==> config.mk <==
export PLATFORM = sky130hd
export DESIGN_NAME = seq_trigger
export DESIGN_NICKNAME = d
export VERILOG_FILES = /design/src/rtl/seqtrig_pkg.sv /design/src/rtl/seqtrig_word_match.sv /design/src/rtl/seqtrig_cfg_match.sv /design/src/rtl/seqtrig_advance.sv /design/src/rtl/seq_trigger.sv
export SDC_FILE = /design/constraint.sdc
export NUM_CORES = 1
export LEC_CHECK = 0
export ABC_AREA = 1
export CORE_AREA = 10 10 58 60
export CTS_BUF_LIST = sky130_fd_sc_hd__clkbuf_4
export DETAILED_ROUTE_END_ITERATION = 10
export DIE_AREA = 0 0 68 70
export GPL_TIMING_DRIVEN = 0
export PLACE_DENSITY = 0.83
export SLEW_MARGIN = 20
export SYNTH_ARGS = -nofsm -noshare
export SYNTH_HDL_FRONTEND = slang
export SYNTH_SLANG_ARGS = --single-unit
export TNS_END_PERCENT = 30
==> constraint.sdc <==
create_clock -name clk -period 0.9 [get_ports clk]
set_input_delay 0.135 -clock clk [delete_from_list [all_inputs] [get_ports clk]]
set_output_delay 0.135 -clock clk [all_outputs]
set_load 0.01 [all_outputs]
==> src/rtl/seqtrig_pkg.sv <==
package seqtrig_pkg;

    localparam int SEQ_LEN = 3;
    localparam int PROG_W  = $clog2(SEQ_LEN);

    typedef logic [PROG_W-1:0] prog_t;

    typedef struct packed {
        prog_t prog;     // words matched so far
        logic  lock;     // latched sequence test mode
        logic  pulse;    // completion pulse
        logic  cfg_hit;  // registered configuration-key match
    } trig_state_t;

endpackage

==> src/rtl/seqtrig_word_match.sv <==
module seqtrig_word_match #(
    parameter int                  W    = 32,
    parameter int                  LEN  = 3,
    parameter logic [LEN*W-1:0]    KEYS = '0
) (
    input  logic [W-1:0]   word,
    output logic [LEN-1:0] hit
);

    for (genvar g = 0; g < LEN; g++) begin : g_cmp
        localparam logic [W-1:0] KEY_G = KEYS[g*W +: W];
        assign hit[g] = (word == KEY_G);
    end

endmodule

==> src/rtl/seqtrig_cfg_match.sv <==
module seqtrig_cfg_match #(
    parameter int                CW   = 8,
    parameter logic [CW-1:0]     MASK = '0,
    parameter logic [CW-1:0]     KEY  = '0
) (
    input  logic [CW-1:0] cfg,
    output logic          hit
);

    localparam logic [CW-1:0] KEY_M = KEY & MASK;

    assign hit = ((cfg & MASK) == KEY_M);

endmodule

==> src/rtl/seqtrig_advance.sv <==
module seqtrig_advance
    import seqtrig_pkg::*;
#(
    parameter int LEN = SEQ_LEN
) (
    input  prog_t          prog,
    input  logic [LEN-1:0] hit,
    output prog_t          prog_nxt,
    output logic           done
);

    logic cur_hit;

    always_comb begin
        cur_hit = 1'b0;
        for (int i = 0; i < LEN; i++) begin
            if (prog == prog_t'(i)) cur_hit = hit[i];
        end
    end

    always_comb begin
        done     = 1'b0;
        prog_nxt = '0;
        if (cur_hit) begin
            if (prog == prog_t'(LEN-1)) begin
                done     = 1'b1;
                prog_nxt = '0;
            end else begin
                prog_nxt = prog + prog_t'(1);
            end
        end else if (hit[0]) begin
            prog_nxt = prog_t'(1);
        end
    end

endmodule

==> src/rtl/seq_trigger.sv <==
module seq_trigger
    import seqtrig_pkg::*;
#(
    parameter int              W        = 32,
    parameter int              CW       = 8,
    parameter logic [W-1:0]    KEY0     = 32'h6B1D_04F2,
    parameter logic [W-1:0]    KEY1     = 32'hC93E_A717,
    parameter logic [W-1:0]    KEY2     = 32'h0F58_D2B6,
    parameter logic [CW-1:0]   CFG_MASK = 8'b1011_0100,
    parameter logic [CW-1:0]   CFG_KEY  = 8'b1001_0000
) (
    input  logic          clk,
    input  logic          rst_n,
    input  logic          start,
    input  logic [W-1:0]  operand,
    input  logic [CW-1:0] cfg,
    input  logic          clear,
    output logic          test_mode,
    output logic          match_pulse
);

    localparam logic [SEQ_LEN*W-1:0] KEY_VEC = {KEY2, KEY1, KEY0};

    trig_state_t           st_d, st_q;
    logic [SEQ_LEN-1:0]    word_hit;
    logic                  cfg_hit_w;
    prog_t                 prog_nxt;
    logic                  seq_done;
    logic                  lock_q;

    seqtrig_word_match #(
        .W    (W),
        .LEN  (SEQ_LEN),
        .KEYS (KEY_VEC)
    ) u_words (
        .word (operand),
        .hit  (word_hit)
    );

    seqtrig_cfg_match #(
        .CW   (CW),
        .MASK (CFG_MASK),
        .KEY  (CFG_KEY)
    ) u_cfg (
        .cfg  (cfg),
        .hit  (cfg_hit_w)
    );

    seqtrig_advance #(
        .LEN (SEQ_LEN)
    ) u_adv (
        .prog     (st_q.prog),
        .hit      (word_hit),
        .prog_nxt (prog_nxt),
        .done     (seq_done)
    );

    always_comb begin
        st_d         = st_q;
        st_d.pulse   = 1'b0;
        st_d.cfg_hit = cfg_hit_w;
        if (clear) begin
            st_d.prog = '0;
            st_d.lock = 1'b0;
        end else if (start && !st_q.lock) begin
            st_d.prog = prog_nxt;
            if (seq_done) begin
                st_d.lock  = 1'b1;
                st_d.pulse = 1'b1;
            end
        end
    end

    always_ff @(posedge clk or negedge rst_n) begin
        if (!rst_n) begin
            st_q <= '0;
        end else begin
            st_q <= st_d;
        end
    end

    assign lock_q      = st_q.lock;
    assign test_mode   = st_q.lock | st_q.cfg_hit;
    assign match_pulse = st_q.pulse;

endmodule

==> impl_metrics.toml, run 1 <==
[grt]
grt_pass1_vias = 969
grt_max_degree = 6
antenna_found_initial = 0
grt_pass1_wl_um = 3810
grt_overflow = 0
grt_usage = 0.0958

[synth]
synthAdderAreaFrac = 0
ys_seq_area_frac = 0.176
synth-edff-count = 0
synth_top_family_by_area = "simple AND/OR/NAND/NOR gates"
ys.flop_type = "dfrtp_1"
synth_nets = 184
syn_area_um2 = 711
synth_cell_types = 14
synth-compound-area-share = 0.00880
synth_seq_cells = 5
yosysTopAreaCellShare = 0.238
avgSynthCellArea_um2 = 5.08
synth_most_common_cell = "nand2_1"
yosysTopAreaCell = "nand2_1"
synth_common_cells = "45 x nand2_1, 25 x nor2_1, 18 x inv_1"
ys_warn_count = 0
synth_xor_xnor_area_share = 0
synth.mux.area_fraction = 0
synthTopCellsByArea = "nand2_1 24%, dfrtp_1 18%, nor2_1 13%"
synth-simple-area-share = 0.667
syn_inst = 140
synth-async-reset-ratio = 1.00

[cts]
clock_latency_ns = 0.25
cts_hold_buf = 0
cts-root-buf = "clkbuf_4"
cts-buffers-inserted = 3
clk_pin_slew_ns = 0.05
cts_tree = "built"
ctsHtreeMaxLevel = 1
clockBufferDepth = 2
clkSinkCount = 5

[run]
cap_violations = 0

[layout]
final_nets = 235
layout-drive-gt1-share = 0.279
final_util = 0.542
area_delta_synth_final_pct = 78.7
n_antenna_cell = 0

[floorplanning]
ios = 46
fp.dieH_um = 70
core_area_um2 = 2340
start_util = 0.303
die_w_um = 68
die_area_um2 = 4760
row_count = 18

[sta]
tightest_slew_ns = 0.320
setup_viol = 5
slew_headroom = 0.785
finalCritPeriodShare = 1.20
hold_ws_ns = 0.108
clock_skew_ns = 0.00665
finalSetupTns_ns = -0.598
fmax_mhz = 923
setup_slack_ns = -0.183
hold_viol = 0
min_period_ns = 1.08
rsz0062_at_grt = "yes"
report.final.slew_viol_count = 0

[route]
post_drt_wl_per_cell_um = 11.1
remaining_drc_errors = 0
drtIter0Drc = 32
via_count = 1024
totalWireLength_um = 2440
drt-vias-per-instance = 4.65
drt-pass1-iter-count = 6
antenna_left = 0

[power_and_ir_drop]
peakVddDrop_mv = 0.771
powerDensity_nw_per_um2 = 660
leakagePower_nw = 0.604

[status]
status = "complete, but fails checks"
violations = "negative setup slack"

[placed_design]
preCtsSetupSlack_ns = -0.596
gp_congestion = 0.892
hpwl_um = 2020
io_buffers = 41

[hold_path]
holdCritPathClass = "in -> async"

[worst_setup_path]
path_class = "reg -> out"
worstSetupStartpointType = "flip-flop"
arrival_ns = 0.95
critPathRequiredTime_ns = 0.76
end_kind = "primary output"
cp_max_fo = 2
==> registers in the layout, summed over array words and instances, names as in the netlist <==
register,count
lock_q,1
match_pulse,1
st_q,3
==> per-layer routing <==
metal	vias to the layer above	track usage	wire [um]
met4	0	0.00671	0
met5	-	0	0
met3	0	0.0319	177
met1	447	0.114	1040
met2	33	0.166	1220
li1	544	-	-
==> area by class of cell <==
cell class	instances	area [um^2]
Tap cell	30	37.5
Multi-Input combinational cell	107	559
Clock buffer	4	30.0
Fill cell	258	1070
Inverter	28	105
Sequential cell	5	126
Timing Repair Buffer	46	412
==> critical path: stages, from the launching register on <==
cell     delay [ns]
dfrtp_1        0.37
or2_4          0.22
buf_6          0.12
==> stage by stage <==
stage	instance area [um^2]	power (W)	cells
6_report	1270	0.000838	220
5_1_grt	1270	0.000895	220
4_1_cts	1240	0.000841	219
3_5_place_dp	1160	0.000555	211
3_3_place_gp	1160	0.000552	211
2_1_floorplan	711	0.000331	140
==> path summary, 6_finish.rpt <==
| path | start | to | slack [ns] | cells past startpoint |
|---|---|---|---|---|
| min in group clk | operand[11] | match_pulse | 0.36 | 6 |
| max in group asynchronous | rst_n | st_q[4] | 0.59 | 1 |
| worst min-delay path | rst_n | match_pulse | 0.11 | 1 |
| worst min register to register | st_q[3] | st_q[3] | 0.52 | 2 |
| worst max-delay path | lock_q | test_mode | -0.18 | 2 |
| worst max register to register | st_q[4] | st_q[4] | -0.15 | 9 |
==> cell families after synthesis <==
logic type	Yosys count
simple gates	106
buf+inv	28
compound gates	1
flops	5
==> where the power goes <==
part	internal, W	leakage, nW	total, W	switching (W)
logic	0.000159	0.518	0.000317	0.000159
registers	0.000227	0.0680	0.000227	0.000000254
clock network	0.000198	0.0184	0.000294	0.0000959
total	0.000583	0.604	0.000838	0.000255
==> cells in the final DEF, fill, tap and decap left out, drive strengths merged, types with 4 or more instances in the layout <==
cell type	Yosys	routed
clkdlybuf4s50	0	7
clkbuf	0	4
nor3	9	9
dfrtp	5	5
inv	28	28
buf	0	7
nor2	28	28
nand3	8	8
dlygate4sd2	0	28
nand2	45	45
nand4	11	11
==> repair_timing <==
action,in CTS,in global routing
gates resized for setup,65,8
pin swaps,19,6
setup endpoints to repair,6,5
setup buffers,4,1
Note: power is estimated with default switching activity, not from simulation.
==> run 2, diff against run 1 <==
--- a/config.mk
+++ b/config.mk
@@ -6,14 +6,15 @@
 export NUM_CORES = 1
 export LEC_CHECK = 0
 export ABC_AREA = 1
-export CORE_AREA = 10 10 58 60
+export CORE_AREA = 10 10 55 57
 export CTS_BUF_LIST = sky130_fd_sc_hd__clkbuf_4
 export DETAILED_ROUTE_END_ITERATION = 10
-export DIE_AREA = 0 0 68 70
+export DIE_AREA = 0 0 65 67
 export GPL_TIMING_DRIVEN = 0
-export PLACE_DENSITY = 0.83
+export PLACE_DENSITY = 0.84
 export SLEW_MARGIN = 20
 export SYNTH_ARGS = -nofsm -noshare
 export SYNTH_HDL_FRONTEND = slang
+export SYNTH_HIERARCHICAL = 1
 export SYNTH_SLANG_ARGS = --single-unit
 export TNS_END_PERCENT = 30
==> run 2 against run 1 <==
- the run still ends with negative setup slack left
- via count decreased by 21%
- hold slack worse by 0.0021 ns
- non-clock buffer count shrank 2
- sequential share of layout area rose by 1.5 points
- count of clock-buffer cells in the layout decreased by 1
- flip-flop and latch count unchanged
- clock skew decreased by 0.0065 ns
- synthesized cell count shrank 21%
- register-to-register slack improved by 0.11 ns
- combinational power is 21% lower
- total power down 12%
- clock power shrank 11%
==> impl_metrics.toml, run 2 <==
[status]
status = "complete, but fails checks"
violations = "negative setup slack"

[placed_design]
gp_congestion = 0.762
hpwl_um = 1730
placed_area_um2 = 1050
io_buffers = 41

[synth]
synth_cell_types = 10
ys.flop_type = "dfrtp_1"
synth_nets = 155
synth-edff-count = 0
synthTopCellsByArea = "dfrtp_1 22%, nand2_1 21%, nor2_1 20%"
yosysTopAreaCellShare = 0.222
syn_area_um2 = 564
synth_most_common_cell = "nand2_1"
synth-async-reset-ratio = 1.00
synth_seq_cells = 5
synth_common_cells = "31 x nand2_1, 30 x nor2_1, 25 x inv_1"
ys_warn_count = 6
yosysTopAreaCell = "dfrtp_1"
avgSynthCellArea_um2 = 5.08
ys_seq_area_frac = 0.222
syn_inst = 111

[route]
drtIter0Drc = 20
remaining_drc_errors = 0
drt-pass1-iter-count = 4
totalWireLength_um = 2030
post_drt_wl_per_cell_um = 10.9
antenna_left = 0
via_count = 813
drt-vias-per-instance = 4.37

[sta]
min_period_ns = 1.11
hold_viol = 0
slew_headroom = 0.849
report.final.slew_viol_count = 0
setup_slack_ns = -0.212
setup_viol = 5
hold_ws_ns = 0.106
fmax_mhz = 899
finalSetupTns_ns = -0.716
clock_skew_ns = 0.000156
finalCritPeriodShare = 1.24
rsz0062_at_grt = "yes"
tightest_slew_ns = 0.225

[layout]
largest_reg_flops = 3
final_nets = 204
n_antenna_cell = 0
fillCellCount = 222
layout-drive-gt1-share = 0.182
final_cell_mix = "30 x nand2_1, 26 x nor2_1, 22 x inv_1, 22 x dlygate4sd2_1, 8 x nand4_1"
final_util = 0.561
largest_register = "st_q"
final_common_cell = "nand2_1"
area_delta_synth_final_pct = 93.1
postLayoutCellArea_um2 = 1090

[worst_setup_path]
end_kind = "primary output"
path_delay_family = "flip-flops"
worstSetupStartpointType = "flip-flop"
cp_max_fo = 2
ff2ff_setup_slack_ns = -0.04
critPathMaxStageDelay_ns = 0.38
critPathRequiredTime_ns = 0.76
worstPathBufferInverterCount = 1
path_cells = "or2_4 -> buf_6"
path_class = "reg -> out"
arrival_ns = 0.98
cp_slowest_cell = "dfrtp_1"

[grt]
grt_pass1_wl_um = 3370
antenna_found_initial = 0
grt_overflow = 0
grt_pass1_vias = 842
grt_usage = 0.0949
grt_max_degree = 6

[power_and_ir_drop]
powerDensity_nw_per_um2 = 679
p_total_w = 0.000740
peakVddDrop_mv = 0.522
leakagePower_nw = 0.544

[cts]
cts-buffers-inserted = 3
cts_hold_buf = 0
clockBufferDepth = 2
clkSinkCount = 5
clk_pin_slew_ns = 0.05
ctsHtreeMaxLevel = 1
cts-root-buf = "clkbuf_4"
clock_latency_ns = 0.25
cts_tree = "built"

[floorplanning]
start_util = 0.291
die_w_um = 65
die_area_um2 = 4360
row_count = 16
fp.dieH_um = 67
core_area_um2 = 1940
ios = 46

[hold_path]
holdCritPathClass = "in -> async"

[run]
cap_violations = 0
## run 2: metal layers
layer	GRT usage	share of wire	up-vias
li1	-	-	425
met5	0	0	-
met4	0.0401	0	0
met2	0.183	0.55	33
met1	0.0977	0.40	355
met3	0.0167	0.049	0
## run 2: layout make-up
type	instances	area, um^2	area share
clock buffers	3	22.5	0.0207
clock inverters	1	5.00	0.00459
inverters	26	120	0.110
multi-input cells	80	385	0.354
flip-flops and latches	5	125	0.115
well taps	27	33.8	0.0310
repair buffers	44	398	0.365
## run 2: path summary, 6_finish.rpt
check                         from          end  cells past startpoint
hold / removal               rst_n  match_pulse                      1
setup / recovery            lock_q    test_mode                      2
setup reg to reg           st_q[3]      st_q[3]                      6
hold reg to reg            st_q[3]      st_q[3]                      2
max in group asynchronous    rst_n      st_q[0]                      1
min in group clk            cfg[4]      st_q[0]                      3
## run 2: per-stage QoR
| stage | worst slack (ns) | instances |
|---|---|---|
| after floorplan | -0.0253 | 111 |
| after global placement | -0.765 | 179 |
| after detailed placement | -0.810 | 179 |
| after CTS | -0.237 | 186 |
| after global routing | -0.317 | 186 |
| final | -0.212 | 186 |
## run 2: what timing repair did
item,4_1_cts,5_1_grt
gates resized for setup,50,16
endpoints found under the hold margin,0,0
setup endpoints to repair,6,6
pin swaps,27,18
setup buffers,3,0
## run 2: cell families after synthesis
logic type / Yosys count / synth area share
and+or+nand+nor: 79 / 0.596
AOI/OAI and AO/OA: 1 / 0.00886
DFF: 5 / 0.222
buffers and inverters: 26 / 0.173
## run 2: power breakdown
part	internal, W	switching, W
clock	0.000161	0.000100
sequential	0.000226	0.000000288
combinational	0.000141	0.000111
==> run 3, diff against run 2 <==
--- a/config.mk
+++ b/config.mk
@@ -12,6 +12,7 @@
 export DIE_AREA = 0 0 65 67
 export GPL_TIMING_DRIVEN = 0
 export PLACE_DENSITY = 0.84
+export REMOVE_ABC_BUFFERS = 1
 export SLEW_MARGIN = 20
 export SYNTH_ARGS = -nofsm -noshare
 export SYNTH_HDL_FRONTEND = slang
==> run 3 against run 2 <==
- the run still ends with negative setup slack left
- sequential share of layout area rose by 1.8 points
- routed wire length rose by 0.59%
- setup slack improved by 0.021 ns
- sequential power barely moved
- total power fell by 0.73%
- global-route usage rose by 0.74 points
- clock power rose by 8.0%
- die area did not move
- non-clock buffer count fell by 1
- largest power group unchanged
==> impl_metrics.toml, run 3 (synthesized netlist as in run 2, its figures left out) <==
[cts]
clock_latency_ns = 0.23
ctsHtreeMaxLevel = 1
clk_pin_slew_ns = 0.04
clkSinkCount = 5
cts-buffers-inserted = 3
cts_tree = "built"
cts-root-buf = "clkbuf_4"
clockBufferDepth = 2

[layout]
final_nets = 203
fillCellCount = 214
stdcell_count = 185
largest_reg_flops = 3
largest_register = "st_q"
n_antenna_cell = 0
final_cell_mix = "30 x nand2_1, 30 x clkbuf_2, 22 x nor2_1, 22 x inv_1, 11 x nor2_2"
layout-drive-gt1-share = 0.380
area_delta_synth_final_pct = 66.7
final_util = 0.485

[route]
antenna_left = 0
totalWireLength_um = 2040
post_drt_wl_per_cell_um = 11.0
drtIter0Drc = 16
drt-vias-per-instance = 4.32
remaining_drc_errors = 0
via_count = 800
drt-pass1-iter-count = 4

[power_and_ir_drop]
p_clk_frac = 0.385
p_sw_frac = 0.260
pwr-share-comb = 0.306
switchingPower_w = 0.000191
leakagePower_nw = 0.509
p_int_w = 0.000544
p_total_w = 0.000735
p_seq_frac = 0.309
powerDensity_nw_per_um2 = 781
peakVddDrop_mv = 0.255

[floorplanning]
row_count = 16
core_area_um2 = 1940
fp.dieH_um = 67
start_util = 0.291
die_w_um = 65
die_area_um2 = 4360
ios = 46

[sta]
slew_headroom = 0.854
setup_slack_ns = -0.191
clock_skew_ns = 0.000483
hold_viol = 0
fmax_mhz = 917
finalCritPeriodShare = 1.21
setup_viol = 4
tightest_slew_ns = 0.218
report.final.slew_viol_count = 0
finalSetupTns_ns = -0.276
rsz0062_at_grt = "yes"
min_period_ns = 1.09

[worst_setup_path]
end_kind = "primary output"
cp_slowest_cell = "dfrtp_1"
critPathRequiredTime_ns = 0.76
critPathMaxStageDelay_ns = 0.36
worstSetupStartpointType = "flip-flop"
path_class = "reg -> out"
path_cells = "or2_4 -> buf_6"
arrival_ns = 0.96
cp_max_fo = 1

[placed_design]
preCtsSetupSlack_ns = -0.696
gp_congestion = 0.728
hpwl_um = 1840
placed_cells = 179
io_buffers = 41

[grt]
grt_overflow = 0
antenna_found_initial = 0
grt_pass1_vias = 834
grt_max_degree = 6
grt_usage = 0.102
grt_pass1_wl_um = 3640

[hold_path]
holdCritPathClass = "in -> async"

[run]
cap_violations = 0

[status]
violations = "negative setup slack"
status = "complete, but fails checks"
## run 3: changes by cell type in the layout (fill, tap and decap cells not counted), sizes merged
cell / delta
clkdlybuf4s15: -7
dlygate4sd2: -22
clkinv: -1
clkbuf: +29
## run 3: power groups by stage
| stage | sequential (W) | clock [W] | combinational [W] |
|---|---|---|---|
| floorplan | 0.000230 | 0 | 0.0000622 |
| global placement | 0.000230 | 0 | 0.000262 |
| detailed placement | 0.000230 | 0 | 0.000271 |
| CTS | 0.000227 | 0.000291 | 0.000232 |
| global route | 0.000227 | 0.000309 | 0.000253 |
| finish | 0.000227 | 0.000283 | 0.000225 |
## run 3: stage by stage
step / instance area, um^2 / hold WS [ns]
finish: 941 / 0.116
global route: 941 / 0.120
CTS: 1020 / 0.120
detailed placement: 1010 / 0.373
global placement: 1010 / 0.359
floorplan: 564 / -0.161
## run 3: path summary, 6_finish.rpt
check / startpoint / end / slack (ns) / cells past startpoint
worst max-delay path: st_q[0] / test_mode / -0.19 / 2
worst min-delay path: rst_n / lock_q / 0.12 / 1
worst max register to register: st_q[3] / st_q[3] / -0.06 / 6
worst min register to register: st_q[4] / st_q[4] / 0.55 / 2
max in group asynchronous: rst_n / st_q[3] / 0.60 / 1
min in group clk: operand[2] / st_q[3] / 0.42 / 10
## run 3: per-layer routing
layer  wire length [um]  track usage
met3                 78       0.0201
met4                 18       0.0401
met1                798        0.101
met5                  0            0
met2               1150        0.203
## run 3: repair_timing
item / in CTS / in global routing
pin swaps: 30 / 38
hold buffers: 0 / 0
setup endpoints to repair: 6 / 6
buffers inserted: 2 / 0
resized for setup: 51 / 72
## run 3: worst max-delay path, delay by kind of cell (launching register included)
family / cells / cell delay (ns)
DFF: 1 / 0.36
buffers and inverters: 1 / 0.12
and+or+nand+nor: 1 / 0.24
## run 3: area by class of cell
type                       count  area (um^2)  area share
multi-input combinational     80          380       0.404
timing repair buffer          43          274       0.291
sequential                     5          125       0.133
inverter                      26         97.6       0.104
tap                           27         33.8      0.0359
clock buffer                   4         30.0      0.0319
